$ cat config.mk
export PLATFORM = sky130hd
export DESIGN_NAME = cal_offset_comp
export DESIGN_NICKNAME = d
export VERILOG_FILES = /design/src/rtl/cal_pkg.sv /design/src/rtl/cal_settle_timer.sv /design/src/rtl/cal_accum.sv /design/src/rtl/cal_gain.sv /design/src/rtl/cal_offset_comp.sv
export SDC_FILE = /design/constraint.sdc
export NUM_CORES = 1
export LEC_CHECK = 0
export BUFFER_PORTS_ARGS = -buffer_cell sky130_fd_sc_hd__buf_2
export CORE_UTILIZATION = 45
export DETAILED_ROUTE_END_ITERATION = 6
export PLACE_DENSITY = 0.74
export SYNTH_ARGS = -nofsm -noshare
export SYNTH_HDL_FRONTEND = slang
export SYNTH_SLANG_ARGS = --single-unit
$ cat constraint.sdc
create_clock -name clk -period 6.3 [get_ports clk]
set_input_delay 0.315 -clock clk [delete_from_list [all_inputs] [get_ports clk]]
set_output_delay 0.315 -clock clk [all_outputs]
set_load 0.005 [all_outputs]
$ cat src/rtl/cal_pkg.sv
package cal_pkg;

   typedef enum logic [1:0] {
      CAL_IDLE   = 2'd0,
      CAL_SETTLE = 2'd1,
      CAL_ACCUM  = 2'd2
   } cal_state_e;

endpackage

$ cat src/rtl/cal_settle_timer.sv
module cal_settle_timer #(
   parameter int SETTLE_CYCLES = 100000
) (
   input  logic clk,
   input  logic rst_n,
   input  logic load,
   input  logic run,
   output logic expired
);

   localparam int CW = $clog2(SETTLE_CYCLES + 1);
   localparam logic [CW-1:0] LOAD_VAL = CW'(SETTLE_CYCLES - 1);

   generate
      if (SETTLE_CYCLES < 1) begin : g_bad_settle
         $error("SETTLE_CYCLES must be at least 1");
      end
   endgenerate

   logic [CW-1:0] cnt_q;

   always_ff @(posedge clk or negedge rst_n) begin
      if (!rst_n)
         cnt_q <= '0;
      else if (load)
         cnt_q <= LOAD_VAL;
      else if (run && cnt_q != '0)
         cnt_q <= cnt_q - 1'b1;
   end

   assign expired = (cnt_q == '0);

   AST_SETTLE_STEP: assert property (@(posedge clk) disable iff (!rst_n)
      (run && !load && !expired) |=> (cnt_q == $past(cnt_q) - 1'b1));

endmodule

$ cat src/rtl/cal_accum.sv
module cal_accum #(
   parameter int DATA_W = 10,
   parameter int LOG2_N = 4
) (
   input  logic              clk,
   input  logic              rst_n,
   input  logic              clear,
   input  logic              add,
   input  logic [DATA_W-1:0] data,
   output logic              last,
   output logic [DATA_W-1:0] avg_next
);

   localparam int SUM_W = DATA_W + LOG2_N;

   generate
      if (LOG2_N < 1) begin : g_bad_n
         $error("LOG2_N must be at least 1");
      end
   endgenerate

   logic [SUM_W-1:0]  sum_q;
   logic [SUM_W-1:0]  sum_next;
   logic [LOG2_N-1:0] cnt_q;

   assign sum_next = sum_q + SUM_W'(data);
   assign avg_next = sum_next[SUM_W-1:LOG2_N];
   assign last     = (cnt_q == {LOG2_N{1'b1}});

   always_ff @(posedge clk or negedge rst_n) begin
      if (!rst_n) begin
         sum_q <= '0;
         cnt_q <= '0;
      end else if (clear) begin
         sum_q <= '0;
         cnt_q <= '0;
      end else if (add) begin
         sum_q <= sum_next;
         cnt_q <= cnt_q + 1'b1;
      end
   end

   AST_ACC_MONO: assert property (@(posedge clk) disable iff (!rst_n)
      (add && !clear) |=> (sum_q >= $past(sum_q)));

endmodule

$ cat src/rtl/cal_gain.sv
module cal_gain #(
   parameter int IN_W = 11
) (
   input  logic signed [IN_W-1:0] x,
   input  logic                   en,
   input  logic                   div_sel,
   output logic signed [IN_W+1:0] y
);

   logic signed [IN_W+1:0] x_ext;
   logic signed [IN_W+1:0] triple;
   logic signed [IN_W+1:0] adj;
   logic signed [IN_W+1:0] half;

   assign x_ext  = {{2{x[IN_W-1]}}, x};
   assign triple = x_ext + (x_ext <<< 1);
   // add one before the arithmetic shift on negatives: truncation toward zero
   assign adj    = triple + $signed({{(IN_W+1){1'b0}}, triple[IN_W+1]});
   assign half   = adj >>> 1;

   always_comb begin
      if (!en)
         y = x_ext;
      else if (div_sel)
         y = triple;
      else
         y = half;
   end

endmodule

$ cat src/rtl/cal_offset_comp.sv
module cal_offset_comp #(
   parameter int DATA_W        = 10,
   parameter int CH_W          = 3,
   parameter int LOG2_N        = 4,
   parameter int SETTLE_CYCLES = 100000,
   parameter int BAT_CHAN      = 7
) (
   input  logic                     clk,
   input  logic                     rst_n,
   input  logic                     cal_start,
   input  logic                     bat_sense_en,
   input  logic                     bat_div_sel,
   input  logic                     smp_valid,
   input  logic [CH_W-1:0]          smp_chan,
   input  logic [DATA_W-1:0]        smp_data,
   output logic                     cal_busy,
   output logic                     cal_done,
   output logic signed [DATA_W:0]   comp_value,
   output logic                     res_valid,
   output logic [CH_W-1:0]          res_chan,
   output logic signed [DATA_W+3:0] res_data
);

   import cal_pkg::*;

   localparam int COMP_W = DATA_W + 1;
   localparam int GAIN_W = COMP_W + 2;
   localparam int RES_W  = DATA_W + 4;
   localparam logic signed [COMP_W-1:0] MID = COMP_W'(1 << (DATA_W - 1));

   generate
      if (DATA_W < 2) begin : g_bad_width
         $error("DATA_W must be at least 2");
      end
      if (BAT_CHAN >= (1 << CH_W)) begin : g_bad_chan
         $error("BAT_CHAN does not fit in CH_W");
      end
   endgenerate

   cal_state_e state_q;
   logic       settle_done;
   logic       acc_last;
   logic [DATA_W-1:0] acc_avg;
   logic       start_ok;
   logic       take_smp;

   assign start_ok = (state_q == CAL_IDLE) && cal_start;
   assign take_smp = (state_q == CAL_ACCUM) && smp_valid;
   assign cal_busy = (state_q != CAL_IDLE);

   cal_settle_timer #(
      .SETTLE_CYCLES(SETTLE_CYCLES)
   ) u_settle (
      .clk     (clk),
      .rst_n   (rst_n),
      .load    (start_ok),
      .run     (state_q == CAL_SETTLE),
      .expired (settle_done)
   );

   cal_accum #(
      .DATA_W(DATA_W),
      .LOG2_N(LOG2_N)
   ) u_accum (
      .clk      (clk),
      .rst_n    (rst_n),
      .clear    (start_ok),
      .add      (take_smp),
      .data     (smp_data),
      .last     (acc_last),
      .avg_next (acc_avg)
   );

   always_ff @(posedge clk or negedge rst_n) begin
      if (!rst_n) begin
         state_q    <= CAL_IDLE;
         cal_done   <= 1'b0;
         comp_value <= '0;
      end else begin
         cal_done <= 1'b0;
         unique case (state_q)
            CAL_IDLE:   if (cal_start) state_q <= CAL_SETTLE;
            CAL_SETTLE: if (settle_done) state_q <= CAL_ACCUM;
            CAL_ACCUM: begin
               if (smp_valid && acc_last) begin
                  comp_value <= MID - $signed({1'b0, acc_avg});
                  cal_done   <= 1'b1;
                  state_q    <= CAL_IDLE;
               end
            end
            default:    state_q <= CAL_IDLE;
         endcase
      end
   end

   // correction path: operand 0 is the raw sample, operand 1 the offset
   logic signed [COMP_W-1:0] g_in  [2];
   logic signed [GAIN_W-1:0] g_out [2];
   logic                     bat_hit;

   assign bat_hit = bat_sense_en && (smp_chan == CH_W'(BAT_CHAN));
   assign g_in[0] = $signed({1'b0, smp_data});
   assign g_in[1] = comp_value;

   generate
      for (genvar gi = 0; gi < 2; gi++) begin : g_gain
         cal_gain #(
            .IN_W(COMP_W)
         ) u_gain (
            .x       (g_in[gi]),
            .en      (bat_hit),
            .div_sel (bat_div_sel),
            .y       (g_out[gi])
         );
      end
   endgenerate

   logic signed [RES_W-1:0] corrected;
   assign corrected = {g_out[0][GAIN_W-1], g_out[0]} + {g_out[1][GAIN_W-1], g_out[1]};

   always_ff @(posedge clk or negedge rst_n) begin
      if (!rst_n) begin
         res_valid <= 1'b0;
         res_chan  <= '0;
         res_data  <= '0;
      end else begin
         res_valid <= smp_valid && (state_q == CAL_IDLE);
         if (smp_valid && state_q == CAL_IDLE) begin
            res_chan <= smp_chan;
            res_data <= corrected;
         end
      end
   end

   AST_BUSY_RISE: assert property (@(posedge clk) disable iff (!rst_n)
      $rose(cal_busy) |-> $past(cal_start));
   AST_DONE_ONE_CYCLE: assert property (@(posedge clk) disable iff (!rst_n)
      cal_done |=> !cal_done);
   AST_DONE_ENDS_BUSY: assert property (@(posedge clk) disable iff (!rst_n)
      cal_done |-> (!cal_busy && $past(cal_busy)));
   AST_COMP_HOLD: assert property (@(posedge clk) disable iff (!rst_n)
      !$stable(comp_value) |-> cal_done);
   AST_NO_RES_BUSY: assert property (@(posedge clk) disable iff (!rst_n)
      res_valid |-> !$past(cal_busy));

endmodule

==> metrics.csv <==
stage;metric;value;unit
detailed_routing;first_pass_iters;7;
worst_setup_path;start_kind;flip-flop;
power_and_ir_drop;share_comb_of_total_power;20.9;%
power_and_ir_drop;p_int;0.984;mW
floorplan;start_util;47.0;%
floorplan;ios;50;
timing;relSlewSlack;26.0;%
timing;setup_violations;0;
logic_synthesis;synth.most_common_cell;nand2_1;
logic_synthesis;ys_top_cells_by_area;dfrtp_1 31%, ha_1 11%, nand2_1 5.2%;
cts;path_clk_slew;0.07;ns
logic_synthesis;synthMuxAreaShare;3.73;%
worst_setup_path;crit_type;reg2reg;
logic_synthesis;ys_types;77;
logic_synthesis;synth-seq-area-share;30.7;%
logic_synthesis;synth_xor_area_share;8.61;%
final_layout;fillers;1079;
logic_synthesis;synth_edf_count;0;
power_and_ir_drop;p_total;1.40;mW
power_and_ir_drop;switching_share;29.6;%
logic_synthesis;syn_nets;697;
global_routing;use_met3;5.18;%
logic_synthesis;synth_top_family_by_area;compound AO/OA/AOI/OAI gates;
logic_synthesis;synth_fa_ha_area_share;12.0;%
logic_synthesis;synth-main-ff-cell;dfrtp_1;
worst_setup_path;critPathMaxFanout;6;
global_routing;busiest_layer;met2;
logic_synthesis;yosys.area_share.simple;19.2;%
cts;post_cts.repair.setup_buffers;0;
cts;cts_hold_buf;0;
placed_design;place_hpwl;10100;um
timing;max_freq;226;MHz
timing;tns;0;ns
worst_setup_path;crit_top_cell;a21oi_1;
run;cap_violations;0;
global_routing;grt_usage;22.5;%
logic_synthesis;async_reset_ff_share;100;%
final_layout;final_util;53.0;%
worst_setup_path;cp_cell_sequence;ha_1, fa_1, a211oi_2, nor2_1, nor2_1, nand3_1, or4_1, a21oi_1, o31ai_1, ha_1, a21o_1, a21oi_1, o31ai_1, a21oi_1, nor2b_1, o41ai_2;
global_routing;grt_first_pass_wirelength;22500;um
final_layout;antenna_cells;0;
cts;cts_tree;built;
floorplan;row_count;39;
detailed_routing;drc;5;
final_layout;area_growth_syn_to_layout;12.8;%
timing;fin_skew;0.00968;ns
global_routing;grt_pass1_vias;4746;
floorplan;core-area;11600;um^2
worst_setup_path;worst_setup_path_end_kind;flip-flop;
worst_setup_path;worstPathArrival;4.66;ns
logic_synthesis;synthCells;628;
global_routing;grt_max_degree;68;
floorplan;dieArea;12600;um^2
final_layout;nNetsFinal;741;
power_and_ir_drop;ir_drop;0.144;mV
cts;cts_made_buffers;9;
logic_synthesis;ys_seq_elements;67;
timing;timing.final.hold_violations;0;
worst_setup_path;cp_data_required_time;6.53;ns
worst_setup_path;cpMaxStageDelayCell;or4_1;
cts;cts_root_buf;clkbuf_16;
detailed_routing;drtIter0Drc;281;
detailed_routing;vias_per_cell;5.93;
floorplan;fp.dieW;112;um
run_status;violations;DRC;
placed_design;port_buffers;49;
cts;h-tree-depth;3;
hold_path;hold_class;in2async;
global_routing;antenna_found_initial;0;
worst_setup_path;max_stage_delay;0.55;ns
logic_synthesis;yosysWarnings;0;
cts;ctsResizeCount;0;
power_and_ir_drop;clkPwrFrac;39.7;%
power_and_ir_drop;p_per_area;227;nW/um^2
cts;insertion_delay;0.35;ns
global_routing;grt_overflow;0;
timing;rsz0062_at_grt;no;
logic_synthesis;synth_area;5460;um^2
global_routing;grt.met2_usage;38.4;%
logic_synthesis;yosysTopAreaCell;dfrtp_1;
timing;fin_crit_sh;70.3;%
logic_synthesis;synth_compound_area_share;22.5;%
floorplan;die_height;112;um
global_routing;use_met1;28.2;%
run_status;status;complete, but fails checks;
timing;whs;0.143;ns
logic_synthesis;yosysTopAreaCellShare;30.7;%
power_and_ir_drop;p_seq_share;39.4;%
final_layout;drive_gt1_share;15.4;%
timing;fin_crit;4.43;ns
cts;cts_buffer_depth;2;
detailed_routing;routed_wl;13500;um
logic_synthesis;syn_area_per_cell;8.70;um^2
timing;slew_violations;0;
placed_design;globalplace.congestion;0.864;
power_and_ir_drop;p_leak;2.82;nW
power_and_ir_drop;switching_power;0.413;mW
detailed_routing;avgRoutedWirePerCell;16.4;um
logic_synthesis;yosys-top-cells-count;75 x nand2_1, 67 x dfrtp_1, 55 x o21ai_0;
detailed_routing;dr_total_vias;4862;
detailed_routing;ant_nets;0;
cts;clock_sinks;67;
timing;tightestPinTransition;1.11;ns
path summary, 6_finish.rpt:
kind                          startpoint           endpoint  slack (ns)  cells after the start
setup / recovery           comp_value[1]       res_data[13]        1.87                     16
hold / removal                     rst_n        res_data[9]        0.14                      2
setup reg to reg           comp_value[1]       res_data[13]        1.87                     16
hold reg to reg             res_data[10]       res_data[10]        0.47                      2
max in group asynchronous          rst_n  u_accum.sum_q[11]        5.56                      2
min in group clk             smp_chan[0]        res_chan[0]        0.23                      2
kinds of logic (layout without fill, tap and decap cells):
kind of cell,Yosys count,count (layout)
AOI/OAI and AO/OA,184,184
buffers and inverters,47,96
DFF,67,67
and+or+nand+nor,209,209
xor gates and xnor gates,52,52
muxes,19,19
adders and majority gates,50,50
critical path, delay by kind of cell (launching register included):
| family | cells | cell delay, ns |
|---|---|---|
| AO/OA/AOI/OAI | 8 | 1.57 |
| flip-flops | 1 | 0.47 |
| AND/OR/NAND/NOR | 5 | 1.23 |
| adder cells (fa/ha/maj) | 3 | 1.05 |
sequential cells by signal, indices dropped and copies added (netlist names):
register,count
u_settle.cnt_q,17
cal_done,1
res_data,14
state_q,2
res_valid,1
comp_value,11
res_chan,3
u_accum.cnt_q,4
u_accum.sum_q,14
metrics by stage:
| stage | std cells | cell area (um^2) | setup slack, ns |
|---|---|---|---|
| 3_5_place_dp | 804 | 5840 | 1.91 |
| 6_report | 820 | 6160 | 1.87 |
| 5_1_grt | 820 | 6160 | 1.53 |
| 3_3_place_gp | 804 | 5840 | 2.12 |
| 4_1_cts | 820 | 6160 | 1.88 |
| 2_1_floorplan | 628 | 5460 | 2.35 |
cell usage in the layout, fill, tap and decap left out, types with 18 or more instances in the layout:
cell / Yosys / final
o21ai_0: 55 / 55
buf_2: 2 / 49
xor2_1: 18 / 18
inv_1: 28 / 28
nor3_1: 20 / 19
nor2_1: 42 / 42
dfrtp_1: 67 / 67
a21oi_1: 37 / 37
nand2_1: 75 / 75
ha_1: 46 / 46
xnor2_1: 32 / 32
cell type report:
type	instances	area, um^2	share of cell area (%)
repair buffers	51	260	4.23
clock inverters	7	98.8	1.60
clock buffers	9	225	3.66
inverters	29	109	1.77
multi-input cells	514	3610	58.6
well taps	143	179	2.90
flip-flops and latches	67	1680	27.2
metal layers:
metal | vias to the layer above | wire, um | share of wire (%)
li1 | 2377 | - | -
met1 | 2318 | 5940 | 44
met2 | 146 | 6510 | 48
met3 | 21 | 766 | 5.7
met4 | 0 | 236 | 1.8
met5 | - | 0 | 0
power groups by stage:
stage | clock (mW) | combinational (mW) | sequential [mW]
after global routing | 0.585 | 0.330 | 0.560
final | 0.554 | 0.292 | 0.551
after global placement | 0 | 0.281 | 0.552
after floorplan | 0 | 0.188 | 0.553
after detailed placement | 0 | 0.290 | 0.558
after CTS | 0.565 | 0.293 | 0.551
No activity file was read; power rests on OpenSTA's default activity.
